## src/rtl/irq_pin_cond_pkg.sv

```systemverilog
package irq_pin_cond_pkg;
  localparam int PEND_W  = 4;
  localparam int KNOWN_W = 6;

  // pin positions
  localparam int PIN_EXT    = 0;
  localparam int PIN_SMI    = 1;
  localparam int PIN_MCHK   = 2;
  localparam int PIN_CSTOP  = 3;
  localparam int PIN_HRESET = 4;
  localparam int PIN_SRESET = 5;

  // pending bit positions
  localparam int PND_EXT  = 0;
  localparam int PND_SMI  = 1;
  localparam int PND_MCHK = 2;
  localparam int PND_SRST = 3;

  // Next pending vector: the clear applies first, then pin events override it.
  function automatic logic [PEND_W-1:0] pend_next(
    input logic [PEND_W-1:0]  cur,
    input logic               clr_en,
    input logic [PEND_W-1:0]  clr_mask,
    input logic [KNOWN_W-1:0] lvl,
    input logic [KNOWN_W-1:0] rise,
    input logic [KNOWN_W-1:0] fall
  );
    logic [PEND_W-1:0] nxt;
    nxt = clr_en ? (cur & ~clr_mask) : cur;
    if (rise[PIN_EXT] | fall[PIN_EXT])       nxt[PND_EXT]  = lvl[PIN_EXT];
    if (rise[PIN_SMI] | fall[PIN_SMI])       nxt[PND_SMI]  = lvl[PIN_SMI];
    if (fall[PIN_MCHK])                      nxt[PND_MCHK] = 1'b1;
    if (rise[PIN_SRESET] | fall[PIN_SRESET]) nxt[PND_SRST] = lvl[PIN_SRESET];
    return nxt;
  endfunction
endpackage

```

## src/rtl/irq_pin_sync.sv

```systemverilog
module irq_pin_sync #(
  parameter int W      = 8,
  parameter int STAGES = 2
) (
  input  logic         clk,
  input  logic         rst_n,
  input  logic [W-1:0] d,
  output logic [W-1:0] q
);
  logic [W-1:0] stg [STAGES];

  for (genvar s = 0; s < STAGES; s++) begin : g_stage
    always_ff @(posedge clk or negedge rst_n) begin
      if (!rst_n) stg[s] <= '0;
      else        stg[s] <= (s == 0) ? d : stg[(s == 0) ? 0 : s-1];
    end
  end

  assign q = stg[STAGES-1];
endmodule

```

## src/rtl/irq_pin_detect.sv

```systemverilog
module irq_pin_detect #(
  parameter int W = 8
) (
  input  logic         clk,
  input  logic         rst_n,
  input  logic [W-1:0] lvl,
  output logic [W-1:0] rise_ev,
  output logic [W-1:0] fall_ev
);
  logic [W-1:0] last_lvl;

  always_ff @(posedge clk or negedge rst_n) begin
    if (!rst_n) last_lvl <= '0;
    else        last_lvl <= lvl;
  end

  assign rise_ev = lvl & ~last_lvl;
  assign fall_ev = ~lvl & last_lvl;
endmodule

```

## src/rtl/irq_pend_reg.sv

```systemverilog
module irq_pend_reg
  import irq_pin_cond_pkg::*;
(
  input  logic               clk,
  input  logic               rst_n,
  input  logic               clr_valid,
  input  logic [PEND_W-1:0]  clr_mask,
  input  logic [KNOWN_W-1:0] lvl,
  input  logic [KNOWN_W-1:0] rise_ev,
  input  logic [KNOWN_W-1:0] fall_ev,
  output logic [PEND_W-1:0]  pend
);
  always_ff @(posedge clk or negedge rst_n) begin
    if (!rst_n) pend <= '0;
    else        pend <= pend_next(pend, clr_valid, clr_mask, lvl, rise_ev, fall_ev);
  end
endmodule

```

## src/rtl/irq_core_ctl.sv

```systemverilog
module irq_core_ctl (
  input  logic clk,
  input  logic rst_n,
  input  logic cstop_fall,
  input  logic cstop_rise,
  input  logic hreset_fall,
  output logic halt,
  output logic core_reset
);
  always_ff @(posedge clk or negedge rst_n) begin
    if (!rst_n) begin
      halt       <= 1'b0;
      core_reset <= 1'b0;
    end else begin
      if (cstop_fall)      halt <= 1'b1;
      else if (cstop_rise) halt <= 1'b0;
      core_reset <= hreset_fall;
    end
  end
endmodule

```

## src/rtl/irq_pin_cond.sv

```systemverilog
module irq_pin_cond
  import irq_pin_cond_pkg::*;
#(
  parameter int NUM_PINS    = 8,
  parameter int SYNC_STAGES = 2
) (
  input  logic                clk,
  input  logic                rst_n,
  input  logic [NUM_PINS-1:0] pin_in,
  input  logic                clr_valid,
  input  logic [PEND_W-1:0]   clr_mask,
  output logic [PEND_W-1:0]   pend,
  output logic                irq_req,
  output logic                halt,
  output logic                core_reset
);
  logic [NUM_PINS-1:0] sync_lvl;
  logic [NUM_PINS-1:0] rise_ev;
  logic [NUM_PINS-1:0] fall_ev;

  irq_pin_sync #(.W(NUM_PINS), .STAGES(SYNC_STAGES)) sync_i (
    .clk(clk), .rst_n(rst_n), .d(pin_in), .q(sync_lvl)
  );

  irq_pin_detect #(.W(NUM_PINS)) det_i (
    .clk(clk), .rst_n(rst_n), .lvl(sync_lvl),
    .rise_ev(rise_ev), .fall_ev(fall_ev)
  );

  irq_pend_reg pend_i (
    .clk(clk), .rst_n(rst_n),
    .clr_valid(clr_valid), .clr_mask(clr_mask),
    .lvl(sync_lvl[KNOWN_W-1:0]),
    .rise_ev(rise_ev[KNOWN_W-1:0]),
    .fall_ev(fall_ev[KNOWN_W-1:0]),
    .pend(pend)
  );

  irq_core_ctl ctl_i (
    .clk(clk), .rst_n(rst_n),
    .cstop_fall(fall_ev[PIN_CSTOP]),
    .cstop_rise(rise_ev[PIN_CSTOP]),
    .hreset_fall(fall_ev[PIN_HRESET]),
    .halt(halt),
    .core_reset(core_reset)
  );

  assign irq_req = |pend;
endmodule

```

## config.mk

```make
export PLATFORM = sky130hd
export DESIGN_NAME = irq_pin_cond
export DESIGN_NICKNAME = d
export VERILOG_FILES = /design/src/rtl/irq_pin_cond_pkg.sv /design/src/rtl/irq_pin_sync.sv /design/src/rtl/irq_pin_detect.sv /design/src/rtl/irq_pend_reg.sv /design/src/rtl/irq_core_ctl.sv /design/src/rtl/irq_pin_cond.sv
export SDC_FILE = /design/constraint.sdc
export NUM_CORES = 1
export LEC_CHECK = 0
export ABC_AREA = 1
export CORE_MARGIN = 10
export CORE_UTILIZATION = 30
export CTS_CLUSTER_SIZE = 8
export DETAILED_ROUTE_END_ITERATION = 7
export GPL_TIMING_DRIVEN = 0
export HOLD_SLACK_MARGIN = 0.02
export PLACE_DENSITY_LB_ADDON = 0.2
export RECOVER_POWER = 50
export SETUP_SLACK_MARGIN = 0.5
export SLEW_MARGIN = 10
export SYNTH_ARGS = -nofsm -noshare
export SYNTH_HDL_FRONTEND = slang
export SYNTH_SLANG_ARGS = --single-unit
```

## constraint.sdc

```tcl
create_clock -name clk -period 2.6 [get_ports clk]
set_clock_uncertainty 0.1 [all_clocks]
set_input_delay 0.52 -clock clk [delete_from_list [all_inputs] [get_ports clk]]
set_output_delay 0.52 -clock clk [all_outputs]
set_load 0.1 [all_outputs]
```

==> results.toml, run 1 <==
[run_status]
status = "completed"

[synth]
yosysTopAreaCell = "dfrtp_1"
synth.avg_cell_area_um2 = 13.3
netlist.area_leader.share = 0.808
synth_seq_area_share = 0.808
synth.area.top_cells = "dfrtp_1 (81%), nand2_1 (6.6%), inv_1 (3.5%), or2_0 (2.5%), nand3_1 (2.0%)"
ys_seq_elements = 24
synth_nets = 72
ys_types = 8
yosysWarnings = 0
synth_area_um2 = 743
syn-instance-count = 56

[timing]
slew_violations = 0
worst_slew_pin_slew_ns = 1.03
finalHoldViolations = 0
rsz0062_at_grt = "no"
tns_ns = 0
period_share = 0.737
max_freq_mhz = 522
min_period_ns = 1.92
relSlewSlack = 0.312
setup_viol = 0

[finish]
register_area_um2 = 601
drive_gt1_frac = 0.152
nets = 96
antenna_cells = 0
fill_cells = 219
area_growth_pct = 38.0
multiInputGateArea_um2 = 119

[worst_setup_path]
cp-end-kind = "primary output"
r2r-end = "ctl_i.halt"
path_delay_family = "buffers and inverters"
cp_slowest_cell = "clkdlybuf4s15_2"
reg2reg_slack_ns = 1.59
cp_num_buf_inv = 1
timing.rr.start = "det_i.last_lvl[3]"
crit_path_cell_trace = "clkdlybuf4s15_2"
start_kind = "flop"
path_class = "reg2out"
cp.depth = 1
cp.arrival_ns = 1.30
cpPeakStageDelay_ns = 0.57
critical_path.max_fanout = 3
r2r_cells = 3
worstPathRequired_ns = 1.98

[global_routing]
grt-ovfl-total = 0
antenna_found_initial = 0
grt_use_total = 0.0498
grt_max_degree = 25
grt_pass1_wl_um = 1870
grt_pass1_vias = 415

[floorplanning]
core_area_um2 = 2280
dieWidth_um = 69.8
rows = 17
io_pins = 22
die_h_um = 69.8
dieArea_um2 = 4870
start_util = 0.327

[route]
ant_nets = 0
via_count = 440
wl_per_cell_um = 10.9
first_pass_iters = 2
drt-vias-per-instance = 4.11
totalWireLength_um = 1160
drt_iter0_drc = 15
drcViolationCount = 0

[cts]
numCtsBuffers = 3
cts_sinks = 24
path_clk_slew_ns = 0.13
cts_buffer_depth = 2
clock_latency_ns = 0.31
cts_max_level = 1
cts_tree = "done"
post-cts-setup-buffers = 0
root_buffer = "clkbuf_4"

[power]
p_leak_nw = 0.485
finalPower_uw = 810
max-vdd-ir-drop_uv = 374
cellPowerDensity_nw_per_um2 = 789

[flow_run]
drv_cap = 0

[place]
hpwl_um = 887
io_buffers = 19
gp_congestion = 0.686

[min_path]
hold_class = "reg2reg"
min_from = "sync_i.stg[8]"
worst_hold_path.endpoint = "sync_i.q[0]"
holdPathStages = 0
[worst max-delay path by stage]
stage | start | end | slack, ns
detailed placement | pend_i.pend[2] | irq_req | 0.37
finish | pend_i.pend[2] | pend[2] | 0.68
floorplan | pend_i.pend[3] | irq_req | 0.50
CTS | pend_i.pend[2] | irq_req | 0.58
global placement | pend_i.pend[2] | irq_req | 0.38
global route | pend_i.pend[2] | pend[2] | 0.61
[timing repair]
action / 4_1_cts / 5_1_grt
hold buffers: 0 / 0
pin swaps: 0 / 0
resized for setup: 21 / 2
gates cloned: 0 / 0
setup endpoints to repair: 7 / 1
[registers in the layout, summed over array words and instances, names as in the netlist]
signal	count
sync_i.stg	6
ctl_i.halt	1
sync_i.q	6
pend_i.pend	4
ctl_i.core_reset	1
det_i.last_lvl	6
[synth_stat cells, drive strengths merged]
master  number
nand2       13
or2          3
dfrtp       24
ha           1
nor2         3
inv          7
nand3        3
o21ai        2
[stage by stage]
| step | utilization | setup slack, ns | instances | hold WS (ns) | instance area (um2) |
|---|---|---|---|---|---|
| after floorplan | - | 0.500 | 56 | 0.124 | 746 |
| after global placement | 0.427 | 0.378 | 103 | 0.232 | 971 |
| after detailed placement | 0.427 | 0.373 | 103 | 0.235 | 971 |
| after CTS | 0.454 | 0.576 | 107 | 0.264 | 1030 |
| after global routing | 0.451 | 0.613 | 107 | 0.273 | 1030 |
| final | 0.451 | 0.683 | 107 | 0.261 | 1030 |
[cell families (layout without fill, tap and decap cells)]
logic type | after synthesis | after routing | share of synthesized area
fa+ha+maj | 1 | 1 | 0.0168
simple gates | 22 | 22 | 0.126
compound gates | 2 | 2 | 0.0135
flops | 24 | 24 | 0.808
buf+inv | 7 | 30 | 0.0354
[layout by cell type, fill, tap and decap left out, drive strengths merged, types with 2 or more instances in the layout]
master         instances
dfrtp                 24
nand2                 13
dlygate4sd3            8
inv                    7
clkdlybuf4s15          6
clkdlybuf4s50          4
nor2                   3
nand3                  3
or2                    3
clkbuf                 3
o21ai                  2
[layer usage]
metal	share of wire	global-route usage	up-vias
met1	0.44	0.0491	208
met3	0.060	0.0228	4
met2	0.46	0.0729	12
met5	0	0	-
li1	-	-	216
met4	0.034	0.0522	0
[final cells by class]
| type | count | share of cell area |
|---|---|---|
| repair buffers | 19 | 0.188 |
| clock inverters | 1 | 0.0293 |
| multi-input cells | 25 | 0.116 |
| well taps | 28 | 0.0341 |
| flip-flops and latches | 24 | 0.585 |
| clock buffers | 3 | 0.0220 |
| inverters | 7 | 0.0256 |
[where the power goes]
part	switching [mW]	leakage [nW]	internal, mW
Sequential	0.0110	0.283	0.397
Combinational	0.103	0.174	0.0349
Clock	0.109	0.0279	0.156
Total	0.222	0.485	0.587
No activity file was read; power rests on OpenSTA's default activity.
==> run 2: changes to the inputs <==
Clock period 2.6 ns to 1.7 ns, I/O delays scaled along.
==> run 2 against run 1 <==
Combinational power rose by 100%. Clock-buffer cell count rose by 1. Sequential share of layout area fell by 3.5 points. Sequential power rose by 57%. Worst hold slack got worse by 0.10 ns. Sequential cell count did not move. Critical path depth rose by 2. Critical endpoint is now irq_req. Largest cell class unchanged. Largest power group unchanged.
==> results.toml, run 2 (synthesis gave the netlist of run 1 again) <==
[flow_run]
drv_cap = 0

[worst_setup_path]
timing.rr.start = "det_i.last_lvl[3]"
cp_num_buf_inv = 1
r2r_cells = 3
start_kind = "flop"
reg2reg_slack_ns = 0.68
cp-end-kind = "primary output"
path_delay_family = "flip-flops"
cp.arrival_ns = 1.20
crit_path_cell_trace = "nor2_4 > nand2_8 > buf_12"
critical_path.max_fanout = 3
cp.depth = 3
crit_end = "irq_req"
startpoint = "pend_i.pend[2]"
r2r-end = "ctl_i.halt"
worstPathRequired_ns = 1.26
cp_slowest_cell = "dfrtp_4"
cpPeakStageDelay_ns = 0.53
path_class = "reg2out"

[floorplanning]
core_area_um2 = 2280
dieWidth_um = 69.8
io_pins = 22
dieArea_um2 = 4870
die_h_um = 69.8
rows = 17
start_util = 0.327

[cts]
cts_tree = "done"
root_buffer = "clkbuf_4"
cts_max_level = 1
cts_sinks = 24
clock_latency_ns = 0.30
cts_buffer_depth = 2
numCtsBuffers = 3
path_clk_slew_ns = 0.12

[run_status]
status = "completed"

[timing]
period_share = 0.967
rsz0062_at_grt = "yes"
tns_ns = 0
setup_viol = 0
max_freq_mhz = 608
finalHoldViolations = 0
setup_slack_ns = 0.0559
min_period_ns = 1.64
slew_violations = 0
holdWs_ns = 0.157
worst_slew_pin_slew_ns = 1.23
relSlewSlack = 0.183

[min_path]
hold_class = "in2async"

[global_routing]
grt_use_total = 0.0545
grt_max_degree = 25
antenna_found_initial = 0
grt_pass1_wl_um = 2200
met1_usage = 0.0643
grt-ovfl-total = 0
grt_busiest_layer = "met2"
use_met3 = 0.0399
grt_pass1_vias = 472
grt_use_met2 = 0.0769

[route]
drt_iter0_drc = 25
totalWireLength_um = 1220
via_count = 443
ant_nets = 0
drcViolationCount = 0
drt-vias-per-instance = 4.06
wl_per_cell_um = 11.2
first_pass_iters = 3

[finish]
drive_gt1_frac = 0.259
layout_commonest_cell = "dfrtp_1"
final_cell_mix = "dfrtp_1 (18), nand2_1 (12), inv_1 (7), buf_12 (7), dlygate4sd3_1 (6)"
area_growth_pct = 51.0
nets = 98
antenna_cells = 0

[place]
io_buffers = 19
pre_cts_slack_ns = -0.399
hpwl_um = 914
gp_congestion = 0.729

[power]
max-vdd-ir-drop_uv = 652
p_leak_nw = 0.510
cellPowerDensity_nw_per_um2 = 1030
run 2: repair_timing:
item / 4_1_cts / 5_1_grt
endpoints found under the setup margin: 31 / 7
cloned: 0 / 0
buffers inserted: 1 / 1
pin swaps: 3 / 1
endpoints found under the hold margin: 11 / 0
gates resized for setup: 58 / 9
run 2: cell type report:
type,count,area [um2]
flip-flops and latches,24,618
clock buffers,4,26.3
well taps,28,35.0
repair buffers,21,269
fillers,204,1150
multi-input cells,25,148
inverters,7,26.3
run 2: worst min-delay path by stage:
stage	from	to	depth (start not counted)
after floorplan	rst_n	ctl_i.core_reset	0
after global placement	sync_i.stg[8]	sync_i.q[0]	0
after detailed placement	sync_i.stg[10]	sync_i.q[2]	0
after CTS	rst_n	det_i.last_lvl[5]	1
after global routing	sync_i.stg[9]	sync_i.q[1]	0
final	rst_n	det_i.last_lvl[5]	1
run 2: report_power, final:
group	internal [mW]	leakage (nW)	switching [mW]	total, mW
sequential	0.614	0.276	0.0273	0.642
combinational	0.106	0.219	0.170	0.276
clock	0.0913	0.0150	0.149	0.240
run 2: routing by layer:
metal | share of wire | vias to the layer above | wire length [um]
li1 | - | 218 | -
met5 | 0 | - | 0
met2 | 0.43 | 16 | 527
met3 | 0.089 | 2 | 109
met1 | 0.47 | 207 | 575
met4 | 0.0066 | 0 | 8
run 2: stage by stage:
step | total power [mW] | instance area, um2 | instances | util
2_1_floorplan | 0.803 | 792 | 56 | -
6_report | 1.16 | 1120 | 109 | 0.493
5_1_grt | 1.22 | 1120 | 109 | 0.493
3_5_place_dp | 0.884 | 1020 | 103 | 0.447
3_3_place_gp | 0.881 | 1020 | 103 | 0.447
4_1_cts | 1.16 | 1090 | 108 | 0.478
==> run 3: changes to the inputs <==
Settings changed: CORE_UTILIZATION 30 to 39.
==> run 3 against run 2 <==
Wire length is 9.8% lower. Sequential power about the same. Global-route usage up 0.60 points.
==> results.toml, run 3 (synthesis gave the netlist of run 1 again) <==
[floorplanning]
die_h_um = 63.7
start_util = 0.421
io_pins = 22
dieWidth_um = 63.7
core_area_um2 = 1760
dieArea_um2 = 4050
rows = 15

[finish]
drive_gt1_frac = 0.272
nets = 98
multiInputGateArea_um2 = 148
layout_commonest_cell = "dfrtp_1"
final_cell_area_um2 = 1120
register_area_um2 = 618
final_cell_mix = "dfrtp_1 (18), nand2_1 (12), dlygate4sd3_1 (8), inv_1 (7), buf_12 (6)"
fill_cells = 150
area_growth_pct = 51.2
antenna_cells = 0

[worst_setup_path]
worstPathRequired_ns = 1.26
cpPeakStageDelay_ns = 0.52
cp_slowest_cell = "dfrtp_4"
cp-end-kind = "primary output"
start_kind = "flop"
cp.arrival_ns = 1.20
crit_path_cell_trace = "nor2_4 > nand2_8 > buf_12"
path_class = "reg2out"
critical_path.max_fanout = 2

[power]
clkPwrFrac = 0.237
power_frac_seq = 0.540
internal_power_uw = 844
power_frac_comb = 0.223
switching_power_uw = 346
cellPowerDensity_nw_per_um2 = 1060
max-vdd-ir-drop_uv = 505
p_leak_nw = 0.516
p_sw_frac = 0.291

[global_routing]
antenna_found_initial = 0
grt-ovfl-total = 0
grt_use_total = 0.0606
grt_max_degree = 25
grt_pass1_vias = 456
grt_pass1_wl_um = 2010

[timing]
finalHoldViolations = 0
worst_slew_pin_slew_ns = 0.552
setup_viol = 0
holdWs_ns = 0.261
rsz0062_at_grt = "yes"
max_freq_mhz = 608
slew_violations = 0
period_share = 0.967
min_period_ns = 1.64
relSlewSlack = 0.632

[cts]
clock_latency_ns = 0.30
path_clk_slew_ns = 0.12
numCtsBuffers = 3
cts_tree = "done"
cts_max_level = 1
root_buffer = "clkbuf_4"
cts_buffer_depth = 2
cts_sinks = 24

[route]
totalWireLength_um = 1100
wl_per_cell_um = 10.4
top_layer = "met4"
drt_iter0_drc = 9
met1Wirelength_um = 542
via_count = 427
dr_wl_met2_um = 479
drt-vias-per-instance = 4.03
ant_nets = 0
drcViolationCount = 0
wl_met3_um = 71
first_pass_iters = 4

[min_path]
hold_class = "reg2reg"

[flow_run]
drv_cap = 0

[place]
io_buffers = 19
dpl-instance-area_um2 = 1010
gp_congestion = 0.622

[run_status]
status = "completed"
[run 3: through the flow]
| stage | total power, mW | TNS [ns] | util | setup slack (ns) | cells |
|---|---|---|---|---|---|
| finish | 1.19 | 0 | 0.637 | 0.0559 | 106 |
| CTS | 1.19 | 0 | 0.618 | 0.0461 | 105 |
| global placement | 0.879 | -2.85 | 0.574 | -0.396 | 100 |
| detailed placement | 0.883 | -2.99 | 0.574 | -0.411 | 100 |
| floorplan | 0.803 | 0 | - | 0.297 | 56 |
| global route | 1.25 | -0.00727 | 0.637 | -0.00727 | 106 |
[run 3: cell type report]
class                           instances  area share
Inverter                                7      0.0234
Sequential cell                        24       0.550
Multi-Input combinational cell         25       0.131
Tap cell                               25      0.0278
Clock buffer                            4      0.0323
Timing Repair Buffer                   21       0.235
[run 3: what timing repair did]
item,CTS,global route
endpoints found under the setup margin,31,13
pin swaps,2,0
gates resized for setup,57,7
buffers inserted,1,0
hold buffers,0,1
hold endpoints to repair,0,24
[run 3: path summary, 6_finish.rpt]
| check | startpoint | to | slack [ns] | cells after the start |
|---|---|---|---|---|
| max in group asynchronous | rst_n | pend_i.pend[3] | 0.64 | 2 |
| worst min-delay path | sync_i.stg[11] | sync_i.q[3] | 0.26 | 0 |
| worst max register to register | det_i.last_lvl[3] | ctl_i.halt | 0.68 | 3 |
| worst max-delay path | pend_i.pend[1] | irq_req | 0.06 | 3 |
| worst min register to register | sync_i.stg[11] | sync_i.q[3] | 0.26 | 0 |
| min in group asynchronous | rst_n | sync_i.stg[13] | 0.45 | 2 |
[run 3: power by group through the flow]
stage | Combinational [mW] | Sequential [mW] | Clock [mW]
2_1_floorplan | 0.0478 | 0.755 | 0
3_3_place_gp | 0.232 | 0.647 | 0
3_5_place_dp | 0.234 | 0.649 | 0
4_1_cts | 0.257 | 0.640 | 0.293
5_1_grt | 0.280 | 0.648 | 0.323
6_report | 0.266 | 0.642 | 0.282
[run 3: worst max-delay path: cells and delay by family (launching register included)]
family	cells	cell delay, ns
and+or+nand+nor	2	0.22
DFF	1	0.52
buffers and inverters	1	0.16
[run 3: layer usage]
layer,up-vias,track usage
li1,217,-
met1,193,0.0719
met2,15,0.0917
met3,2,0.0283
met4,0,0.0246
met5,-,0
